<file path="src/rtl/aclk_pkg.sv">
package aclk_pkg;

   // run sequencing of the generator
   typedef enum logic [1:0] {
      RS_IDLE  = 2'd0,
      RS_RUN   = 2'd1,
      RS_DRAIN = 2'd2
   } run_state_e;

   // half-bit steps advanced per source cycle for a given slot count
   function automatic int unsigned half_bit_step(input int unsigned slots);
      return 2 * slots;
   endfunction

endpackage

</file>
<file path="src/rtl/aclk_run_ctrl.sv">
module aclk_run_ctrl
   import aclk_pkg::*;
(
   input  logic clk_i,
   input  logic rst_ni,
   input  logic master_i,
   input  logic on_i,
   input  logic off_i,
   input  logic frame_last_i,
   output logic run_o,
   output logic load_o
);

   run_state_e state_q, state_d;

   always_comb begin
      state_d = state_q;
      load_o  = 1'b0;
      if (!master_i) begin
         state_d = RS_IDLE;
      end else begin
         unique case (state_q)
            RS_IDLE: begin
               if (on_i && !off_i) begin
                  state_d = RS_RUN;
                  load_o  = 1'b1;
               end
            end
            RS_RUN: begin
               if (off_i) state_d = frame_last_i ? RS_IDLE : RS_DRAIN;
            end
            RS_DRAIN: begin
               if (on_i && !off_i) state_d = RS_RUN;
               else if (frame_last_i) state_d = RS_IDLE;
            end
            default: state_d = RS_IDLE;
         endcase
      end
   end

   always_ff @(posedge clk_i or negedge rst_ni) begin
      if (!rst_ni) state_q <= RS_IDLE;
      else         state_q <= state_d;
   end

   assign run_o = (state_q != RS_IDLE);

endmodule

</file>
<file path="src/rtl/aclk_mck_div.sv">
module aclk_mck_div #(
   parameter int unsigned DIV_W         = 6,
   parameter bit          ODD_HIGH_LONG = 1'b1
) (
   input  logic             clk_i,
   input  logic             rst_ni,
   input  logic             run_i,
   input  logic             load_i,
   input  logic [DIV_W-1:0] div_i,
   output logic             lvl_o,
   output logic             tick_o
);

   localparam int unsigned HI_W = DIV_W + 1;

   logic [DIV_W-1:0] top_q, cnt_q;
   logic [HI_W-1:0]  hi_q, hi_d;

   // length of the high phase; the variant picks which phase takes the odd cycle
   generate
      if (ODD_HIGH_LONG) begin : g_hi_ceil
         assign hi_d = ({1'b0, div_i} + HI_W'(2)) >> 1;
      end else begin : g_hi_floor
         assign hi_d = ({1'b0, div_i} + HI_W'(1)) >> 1;
      end
   endgenerate

   always_ff @(posedge clk_i or negedge rst_ni) begin
      if (!rst_ni) begin
         top_q <= '0;
         hi_q  <= '0;
      end else if (load_i) begin
         top_q <= div_i;
         hi_q  <= hi_d;
      end else if (!run_i) begin
         top_q <= '0;
         hi_q  <= '0;
      end
   end

   always_ff @(posedge clk_i or negedge rst_ni) begin
      if (!rst_ni)                cnt_q <= '0;
      else if (load_i || !run_i)  cnt_q <= '0;
      else if (cnt_q == top_q)    cnt_q <= '0;
      else                        cnt_q <= cnt_q + DIV_W'(1);
   end

   assign lvl_o  = run_i && ({1'b0, cnt_q} < hi_q);
   assign tick_o = run_i && (cnt_q == '0);

endmodule

</file>
<file path="src/rtl/aclk_frame_timer.sv">
module aclk_frame_timer
   import aclk_pkg::*;
#(
   parameter int unsigned FS_W   = 6,
   parameter int unsigned SLOT_W = 32,
   parameter int unsigned SLOTS  = 2
) (
   input  logic            clk_i,
   input  logic            rst_ni,
   input  logic            run_i,
   input  logic            load_i,
   input  logic [FS_W-1:0] fsr_i,
   output logic            bck_o,
   output logic            ws_o,
   output logic            tick_o,
   output logic            last_o
);

   localparam int unsigned STEP   = half_bit_step(SLOTS);
   localparam int unsigned FS_MIN = STEP - 1;
   localparam int unsigned N_W    = FS_W + 1;
   localparam int unsigned POS_W  = $clog2(SLOT_W * (2 ** FS_W));
   localparam int unsigned HB_W   = $clog2(2 * SLOT_W * SLOTS);

   logic [FS_W-1:0]  fs_eff;
   logic [N_W-1:0]   n_d, n_q;
   logic [POS_W-1:0] last_d, half_d, last_q, half_q, pos_q;
   logic [N_W-1:0]   acc_q;
   logic [N_W:0]     acc_sum;
   logic [HB_W-1:0]  hb_q;
   logic             at_last;

   // a small ratio would need several half-bit steps per cycle: raise it
   assign fs_eff = (fsr_i < FS_W'(FS_MIN)) ? FS_W'(FS_MIN) : fsr_i;
   assign n_d    = {1'b0, fs_eff} + N_W'(1);
   assign last_d = POS_W'(SLOT_W) * POS_W'(n_d) - POS_W'(1);
   assign half_d = POS_W'(SLOT_W / 2) * POS_W'(n_d);

   always_ff @(posedge clk_i or negedge rst_ni) begin
      if (!rst_ni) begin
         n_q    <= '0;
         last_q <= '0;
         half_q <= '0;
      end else if (load_i) begin
         n_q    <= n_d;
         last_q <= last_d;
         half_q <= half_d;
      end else if (!run_i) begin
         n_q    <= '0;
         last_q <= '0;
         half_q <= '0;
      end
   end

   assign at_last = (pos_q == last_q);
   assign acc_sum = {1'b0, acc_q} + (N_W + 1)'(STEP);

   always_ff @(posedge clk_i or negedge rst_ni) begin
      if (!rst_ni) begin
         pos_q <= '0;
         acc_q <= '0;
         hb_q  <= '0;
      end else if (load_i || !run_i || at_last) begin
         pos_q <= '0;
         acc_q <= '0;
         hb_q  <= '0;
      end else begin
         pos_q <= pos_q + POS_W'(1);
         if (acc_sum >= {1'b0, n_q}) begin
            acc_q <= N_W'(acc_sum - {1'b0, n_q});
            hb_q  <= hb_q + HB_W'(1);
         end else begin
            acc_q <= N_W'(acc_sum);
         end
      end
   end

   assign bck_o  = run_i && hb_q[0];
   assign ws_o   = run_i && (pos_q >= half_q);
   assign tick_o = run_i && (pos_q == '0);
   assign last_o = run_i && at_last;

endmodule

</file>
<file path="src/rtl/aclk_slave_sync.sv">
module aclk_slave_sync #(
   parameter int unsigned STAGES = 2
) (
   input  logic clk_i,
   input  logic rst_ni,
   input  logic bck_i,
   input  logic ws_i,
   output logic bck_o,
   output logic ws_o
);

   generate
      if (STAGES == 0) begin : g_direct
         assign bck_o = bck_i;
         assign ws_o  = ws_i;
      end else begin : g_chain
         logic [1:0] stage_q [STAGES];
         for (genvar g = 0; g < STAGES; g++) begin : g_st
            if (g == 0) begin : g_first
               always_ff @(posedge clk_i or negedge rst_ni) begin
                  if (!rst_ni) stage_q[0] <= 2'b00;
                  else         stage_q[0] <= {ws_i, bck_i};
               end
            end else begin : g_next
               always_ff @(posedge clk_i or negedge rst_ni) begin
                  if (!rst_ni) stage_q[g] <= 2'b00;
                  else         stage_q[g] <= stage_q[g-1];
               end
            end
         end
         assign bck_o = stage_q[STAGES-1][0];
         assign ws_o  = stage_q[STAGES-1][1];
      end
   endgenerate

endmodule

</file>
<file path="src/rtl/aclk_gen.sv">
module aclk_gen
   import aclk_pkg::*;
#(
   parameter int unsigned DIV_W         = 6,
   parameter int unsigned FS_W          = 6,
   parameter int unsigned SLOT_W        = 32,
   parameter int unsigned SLOTS         = 2,
   parameter int unsigned SYNC_STAGES   = 2,
   parameter bit          ODD_HIGH_LONG = 1'b1
) (
   input  logic             clk_i,
   input  logic             rst_ni,
   input  logic             master_i,
   input  logic             mck_drive_i,
   input  logic [DIV_W-1:0] div_i,
   input  logic [FS_W-1:0]  fsr_i,
   input  logic             ck_on_i,
   input  logic             ck_off_i,
   input  logic             ext_bck_i,
   input  logic             ext_ws_i,
   output logic             mck_o,
   output logic             mck_tick_o,
   output logic             bck_o,
   output logic             ws_o,
   output logic             frame_tick_o
);

   localparam int unsigned STEP = half_bit_step(SLOTS);

   // elaboration-time parameter checks
   if (DIV_W < 1) begin : g_bad_div
      $error("aclk_gen: DIV_W must be at least 1");
   end
   if ((SLOT_W < 2) || ((SLOT_W % 2) != 0)) begin : g_bad_slot
      $error("aclk_gen: SLOT_W must be even and at least 2");
   end
   if (SLOTS < 1) begin : g_bad_slots
      $error("aclk_gen: SLOTS must be at least 1");
   end
   if ((STEP - 1) >= (2 ** FS_W)) begin : g_bad_fs
      $error("aclk_gen: FS_W too narrow for the minimum frame ratio");
   end

   logic run, load, frame_last;
   logic mck_lvl, mck_tick;
   logic fr_bck, fr_ws, fr_tick;
   logic sl_bck, sl_ws;
   logic mck_drive_q;

   aclk_run_ctrl u_ctrl (
      .clk_i        (clk_i),
      .rst_ni       (rst_ni),
      .master_i     (master_i),
      .on_i         (ck_on_i),
      .off_i        (ck_off_i),
      .frame_last_i (frame_last),
      .run_o        (run),
      .load_o       (load)
   );

   aclk_mck_div #(
      .DIV_W         (DIV_W),
      .ODD_HIGH_LONG (ODD_HIGH_LONG)
   ) u_mck (
      .clk_i  (clk_i),
      .rst_ni (rst_ni),
      .run_i  (run),
      .load_i (load),
      .div_i  (div_i),
      .lvl_o  (mck_lvl),
      .tick_o (mck_tick)
   );

   aclk_frame_timer #(
      .FS_W   (FS_W),
      .SLOT_W (SLOT_W),
      .SLOTS  (SLOTS)
   ) u_frame (
      .clk_i  (clk_i),
      .rst_ni (rst_ni),
      .run_i  (run),
      .load_i (load),
      .fsr_i  (fsr_i),
      .bck_o  (fr_bck),
      .ws_o   (fr_ws),
      .tick_o (fr_tick),
      .last_o (frame_last)
   );

   aclk_slave_sync #(
      .STAGES (SYNC_STAGES)
   ) u_sync (
      .clk_i  (clk_i),
      .rst_ni (rst_ni),
      .bck_i  (ext_bck_i),
      .ws_i   (ext_ws_i),
      .bck_o  (sl_bck),
      .ws_o   (sl_ws)
   );

   always_ff @(posedge clk_i or negedge rst_ni) begin
      if (!rst_ni)   mck_drive_q <= 1'b0;
      else if (load) mck_drive_q <= mck_drive_i;
      else if (!run) mck_drive_q <= 1'b0;
   end

   assign mck_o        = master_i && mck_drive_q && mck_lvl;
   assign mck_tick_o   = master_i && mck_drive_q && mck_tick;
   assign frame_tick_o = master_i && fr_tick;
   assign bck_o        = master_i ? fr_bck : sl_bck;
   assign ws_o         = master_i ? fr_ws  : sl_ws;

endmodule

</file>
<file path="config.mk">
export PLATFORM = sky130hd
export DESIGN_NAME = aclk_gen
export DESIGN_NICKNAME = d
export VERILOG_FILES = /design/src/rtl/aclk_pkg.sv /design/src/rtl/aclk_run_ctrl.sv /design/src/rtl/aclk_mck_div.sv /design/src/rtl/aclk_frame_timer.sv /design/src/rtl/aclk_slave_sync.sv /design/src/rtl/aclk_gen.sv
export SDC_FILE = /design/constraint.sdc
export NUM_CORES = 1
export LEC_CHECK = 0
export ABC_AREA = 1
export CORE_MARGIN = 4
export CORE_UTILIZATION = 54
export CTS_CLUSTER_SIZE = 30
export DETAILED_ROUTE_END_ITERATION = 16
export PLACE_DENSITY = 0.77
export SYNTH_ARGS = -nofsm -noshare
export SYNTH_HDL_FRONTEND = slang
export SYNTH_SLANG_ARGS = --single-unit
export TNS_END_PERCENT = 50
</file>
<file path="constraint.sdc">
create_clock -name clk_i -period 2 [get_ports clk_i]
set_input_delay 0.6 -clock clk_i [delete_from_list [all_inputs] [get_ports clk_i]]
set_output_delay 0.6 -clock clk_i [all_outputs]
set_load 0.1 [all_outputs]
</file>
==> After elaboration in Yosys (flattened, before gate mapping) <==
Index checks and enable logic that the tools add are counted.
W data, S select, Z words.
{ "totals": {"elab_cells": 84, "input_bits": 20, "regBits": 80} }
{ "op_classes": {"mux": 30, "add_sub_neg": 8, "n_lt_le_gt_ge": 4, "eq_ne": 8, "reduce_logical": 21} }
{ "op_table": {"columns": ["cell", "count"], "rows": [
  ["$mux W7", 7],
  ["$mux W11", 4],
  ["$mux W6", 5],
  ["$mux W2", 6],
  ["$add A11 B1 Y11 const B", 1],
  ["$eq A11 B11 Y1", 1],
  ["$ge A11 B11 Y1", 1],
  ["$logic_and A1 B1 Y1", 11],
  ["$logic_not A11 Y1", 1],
  ["$sub A11 B1 Y11 const B", 1],
  ["$add A7 B3 Y8 const B", 1],
  ["$ge A8 B7 Y1", 1],
  ["$add A6 B1 Y7 const B", 1],
  ["$add A6 B2 Y7 const B", 1],
  ["$add A7 B1 Y7 const B", 1],
  ["$lt A6 B7 Y1", 1],
  ["$mux W1", 7],
  ["$sub A7 B7 Y7", 1],
  ["$add A6 B1 Y6 const B", 1],
  ["$eq A6 B6 Y1", 1],
  ["$logic_not A6 Y1", 1],
  ["$lt A6 B2 Y1 const B", 1],
  ["$pmux W2 S3", 1],
  ["$ne A4 B2 Y1 const B", 1],
  ["10 further kinds", 13]
]} }

==> Longest topological paths before layout <==
{ "depth": {"depth_word": 8, "mapped_depth": 14, "ltp_nobuf": 13} }

==> Cells and area by module <==
Synthesis repeated with hierarchy kept, for this count alone.
{ "unflattened": {"cells_unflattened": 513, "area_unflattened_um2": 3814.9} }
{ "modules_own_cells": {"columns": ["module", "cells_each", "area_per_inst_um2", "n_inst"], "rows": [
  ["aclk_frame_timer", 331, 2396.0, 1],
  ["aclk_mck_div", 134, 1058.5, 1],
  ["aclk_run_ctrl", 26, 165.2, 1],
  ["aclk_slave_sync", 4, 100.1, 1],
  ["aclk_gen", 18, 95.1, 1]
]} }

==> Least setup slack after synthesis <==
OpenSTA, ideal clock, no wires.
{ "synth_path": {"path_kind": "input to output", "start": "input master_i", "end": "output mck_tick_o", "cell_stages": 4, "path_buffers": 0, "t_arrival_ns": 3.597, "setup_slack_ns": -2.197, "cell_sequence": "nand2_1 -> inv_1 -> nand4_1 -> nor4_1"} }
{ "synth_between": {"elab_chain_cells": 2} }
{ "synth_rtl": {"columns": ["item", "line", "source"], "rows": [
  ["from (decl)", "aclk_gen.sv:13", "input logic master_i,"],
  ["$logic_and A1 B1 Y1 (2 in a row)", "aclk_gen.sv:108", "assign mck_tick_o = master_i && mck_drive_q && mck_tick;"],
  ["to (decl)", "aclk_gen.sv:22", "output logic mck_tick_o,"]
]} }
Every way passes these cells.

==> Worst setup path in the final report <==
{ "layout_path": {"start": "register u_mck.cnt_q[2]", "end": "output mck_o"} }
{ "layout_between": {"elab_chain_cells": 3} }
{ "layout_rtl": {"columns": ["item", "line", "source"], "rows": [
  ["from (decl)", "aclk_mck_div.sv:16", "logic [DIV_W-1:0] top_q, cnt_q;"],
  ["from (signal assigned)", "aclk_mck_div.sv:45", "else cnt_q <= cnt_q + DIV_W'(1);"],
  ["$lt A6 B7 Y1", "aclk_mck_div.sv:48", "assign lvl_o = run_i && ({1'b0, cnt_q} < hi_q);"],
  ["$logic_and A1 B1 Y1", "aclk_mck_div.sv:48", null],
  ["$logic_and A1 B1 Y1", "aclk_gen.sv:107", "assign mck_o = master_i && mck_drive_q && mck_lvl;"],
  ["to (decl)", "aclk_gen.sv:21", "output logic mck_o,"]
]} }
Every way passes these cells.

==> impl_metrics.toml <==
[sta]
finalWorstPathRequiredPeriod_ns = 2.419
fmaxAchievable_mhz = 413.4
worst_slew_pin_slew_ns = 0.4388
hold_viol = 0
fin_worst_skew_ns = 0.01048
postLayoutSetupSlackWorst_ns = -0.4191
timing.slew.headroom_pct = 70.48
fin_tns_setup_ns = -1.952
timing_max_transition_violations_final = 0
final_min_period_over_clock_period_pct = 121.0
rsz0062_at_grt = "true"
timing.final.setup_violations = 13

[routing]
post-route-drc-count = 0
drtAntennaViolNets = 0
num_vias = 4012
vias_per_cell = 5.848
first_iter_violations = 303
post_drt_wl_per_cell_um = 17.40
firstDrtPassIters = 5
route.final.wire_length_um = 11940

[clocking]
total_clock_buffers_created_by_cts = 9
tritoncts = "done"
worst_skew_pair_latency_ns = 0.34
clkSlewWorstSetupHoldPaths_ns = 0.07
clk_root_buffer_cell = "clkbuf_8"
cts.hold.buffers_added = 0
clk_path_buf_depth = 2
clkSinkCount = 58
h-tree-depth = 3

[global_routing]
via_count_of_the_first_global_routing_pass = 3879
grt_first_pass_wirelength_um = 17930
antenna_found_initial = 0
grt.overflow.total = 0
grt.total_usage_pct = 27.02
grt_max_degree = 33

[power]
p_clk_share_pct = 19.1
power.internal_w = 0.002935
power_switching_share_pct = 42.51
power_density_mw_per_mm2 = 964.6
power_frac_seq_pct = 27.5
power_switching_w = 0.002170
comb_power_share_pct = 53.4
power.ir.vdd_worst_mv = 0.9716
total_leakage_power_nw = 2.612
total_power_w = 0.005105

[critical_path]
crit_required_ns = 1.40
timing.critical_path.cells = "ha_4, a21oi_4, nand2_2, a21oi_4, o21bai_2, a21oi_4, buf_12"
worst_setup_path_end_kind = "primary output"
timing.critical_path.from_type = "flop"
worst-endpoint-arrival_ns = 1.82
worst_path_most_repeated_cell = "a21oi_4"
critPathMaxFanout = 2
critical_path.max_stage_delay_ns = 0.43
path_class = "reg2out"
critPathSlowestCell = "dfrtp_2"

[synth]
netlist_instances = 495
synthDistinctLibCells = 30
ys_ff_latch = 58
yosysSeqAreaShare_pct = 39.48
yosys_warnings = 0
syn_nets = 543
post_synth_instance_area_sq_mm = 0.003676
postSynthAreaPerCell_sq_um = 7.426

[layout]
final_common_cell = "nand2_1"
fillers = 399
final_nets = 652
fraction_of_final_layout_cells_sized_beyond_drive_strength_1_pct = 29.89
synthToLayoutAreaGrowth_pct = 43.98
antennaDiodeCount = 0
layoutNonFillerInstCount = 686
mostFrequentLayoutCells = "nand2_1, buf_4, inv_1, dfrtp_1, nor2_1"

[floorplan]
design.core.area_sq_mm = 0.006495
placement_rows = 29
die_x_um = 90.51
die_area_sq_mm = 0.008191
top_level_ports = 25
floorplan.die.height_um = 90.51
initial_core_util_pct = 56.60

[flow_run]
timing.max_cap.violations = 0

[placed_design]
dpl_worst_slack_ns = -0.4366
post-place-cells = 658
post-dp-hpwl_um = 7648
gpl.final_weighted_congestion = 0.9652
numPortBuffers = 24

[status]
status = "finished, violations left"
failed_checks = "setup timing"

[hold_path]
hold_path_class = "in2async"
## cell type report
class | count | area, sq um | share of cell area, %
Clock inverter | 5 | 31.28 | 0.5910
Sequential cell | 58 | 1455 | 27.49
Inverter | 74 | 285.3 | 5.390
Multi-Input combinational cell | 355 | 2328 | 44.00
Clock buffer | 11 | 141.4 | 2.671
Tap cell | 77 | 96.34 | 1.820
Timing Repair Buffer | 106 | 954.7 | 18.04
## worst max-delay path: cells and delay by family, from the launching register on
kind / cells / cell delay (ns)
AO/OA/AOI/OAI: 4 / 0.53
flip-flops: 1 / 0.43
adder cells (fa/ha/maj): 1 / 0.24
buffers and inverters: 1 / 0.18
AND/OR/NAND/NOR: 1 / 0.08
## final timing paths
kind	from	endpoint	slack, ns	cells after the start
setup reg to reg	u_frame.acc_q[2]$_DFF_PN0_	u_frame.acc_q[1]$_DFFE_PN0P_	-0.09	13
min in group clk_i	u_sync.g_chain.stage_q[2]$_DFF_PN0_	u_sync.bck_o$_DFF_PN0_	0.36	0
max in group asynchronous	rst_ni	u_frame.acc_q[3]$_DFF_PN0_	1.36	2
setup / recovery	u_mck.cnt_q[2]$_DFF_PN0_	mck_o	-0.42	7
hold / removal	rst_ni	u_sync.ws_o$_DFF_PN0_	0.09	1
hold reg to reg	u_sync.g_chain.stage_q[2]$_DFF_PN0_	u_sync.bck_o$_DFF_PN0_	0.36	0
## power groups by stage
stage / Combinational [W] / Clock (W) / Sequential, W
floorplan: 0.00137 / 0 / 0.00140
finish: 0.00273 / 0.000976 / 0.00140
detailed placement: 0.00216 / 0 / 0.00140
global placement: 0.00209 / 0 / 0.00139
CTS: 0.00242 / 0.000974 / 0.00139
global route: 0.00297 / 0.00104 / 0.00141
## routing by layer
layer  vias up  global-route usage (%)  wire, um  part of all wire [%]
li1       1835                       -         -                     -
met1      1918                   33.23      4629                    39
met2       196                   46.45      5971                    50
met3        63                   5.750       786                   6.6
met4         0                   9.949       550                   4.6
met5         -                       0         0                     0
## synth_stat cells
library cell / count / area [sq um]
nand2_1: 123 / 461.7
inv_1: 73 / 274.0
dfrtp_1: 58 / 1451
nor2_1: 57 / 214.0
nand3_1: 40 / 200.2
ha_1: 27 / 337.8
o21ai_0: 20 / 100.1
nand4_1: 19 / 118.9
a21oi_1: 17 / 85.08
nor3_1: 13 / 65.06
xor2_1: 10 / 87.58
nor4_1: 5 / 31.28
o22ai_1: 5 / 31.28
buf_2: 3 / 15.01
clkbuf_1: 3 / 11.26
xnor2_1: 3 / 26.28
a31oi_1: 2 / 12.51
buf_6: 2 / 22.52
o21bai_1: 2 / 15.01
o32ai_1: 2 / 17.52
or2_2: 2 / 12.51
a22o_1: 1 / 8.760
and3_1: 1 / 6.260
fa_1: 1 / 20.02
inv_2: 1 / 3.750
nand2_2: 1 / 6.260
o21a_1: 1 / 7.510
o21ai_4: 1 / 16.27
o31ai_1: 1 / 7.510
o41ai_1: 1 / 8.760
## through the flow
step | hold WS, ns | utilization, % | cell area (sq um)
2_1_floorplan | 0.3044 | - | 3765
3_3_place_gp | 0.3404 | 71.37 | 4636
3_5_place_dp | 0.3458 | 71.37 | 4636
4_1_cts | 0.07903 | 78.12 | 5074
5_1_grt | 0.07535 | 81.49 | 5293
6_report | 0.08506 | 81.49 | 5293
## timing repair
item / in CTS / in global routing
cloned: 0 / 0
buffers inserted: 9 / 4
pin swaps: 22 / 33
setup endpoints to repair: 13 / 17
resized for setup: 52 / 42
## kinds of logic after synthesis
logic type	share of synthesized area [%]
AO/OA/AOI/OAI	8.441
XOR/XNOR	3.097
adder cells (fa/ha/maj)	9.734
buffers and inverters	8.883
flip-flops	39.48
AND/OR/NAND/NOR	30.36
## sequential cells by signal, indices dropped and copies added, names as in the netlist, 2 cells and up
register and cells:
u_frame.acc_q 7, u_sync.g_chain.stage_q 2, u_frame.pos_q 11, u_mck.hi_q 6, u_mck.top_q 6, u_ctrl.state_q 2
u_frame.half_q 7, u_frame.last_q 7, u_mck.cnt_q 6
Note: power is estimated with default switching activity, not from simulation.
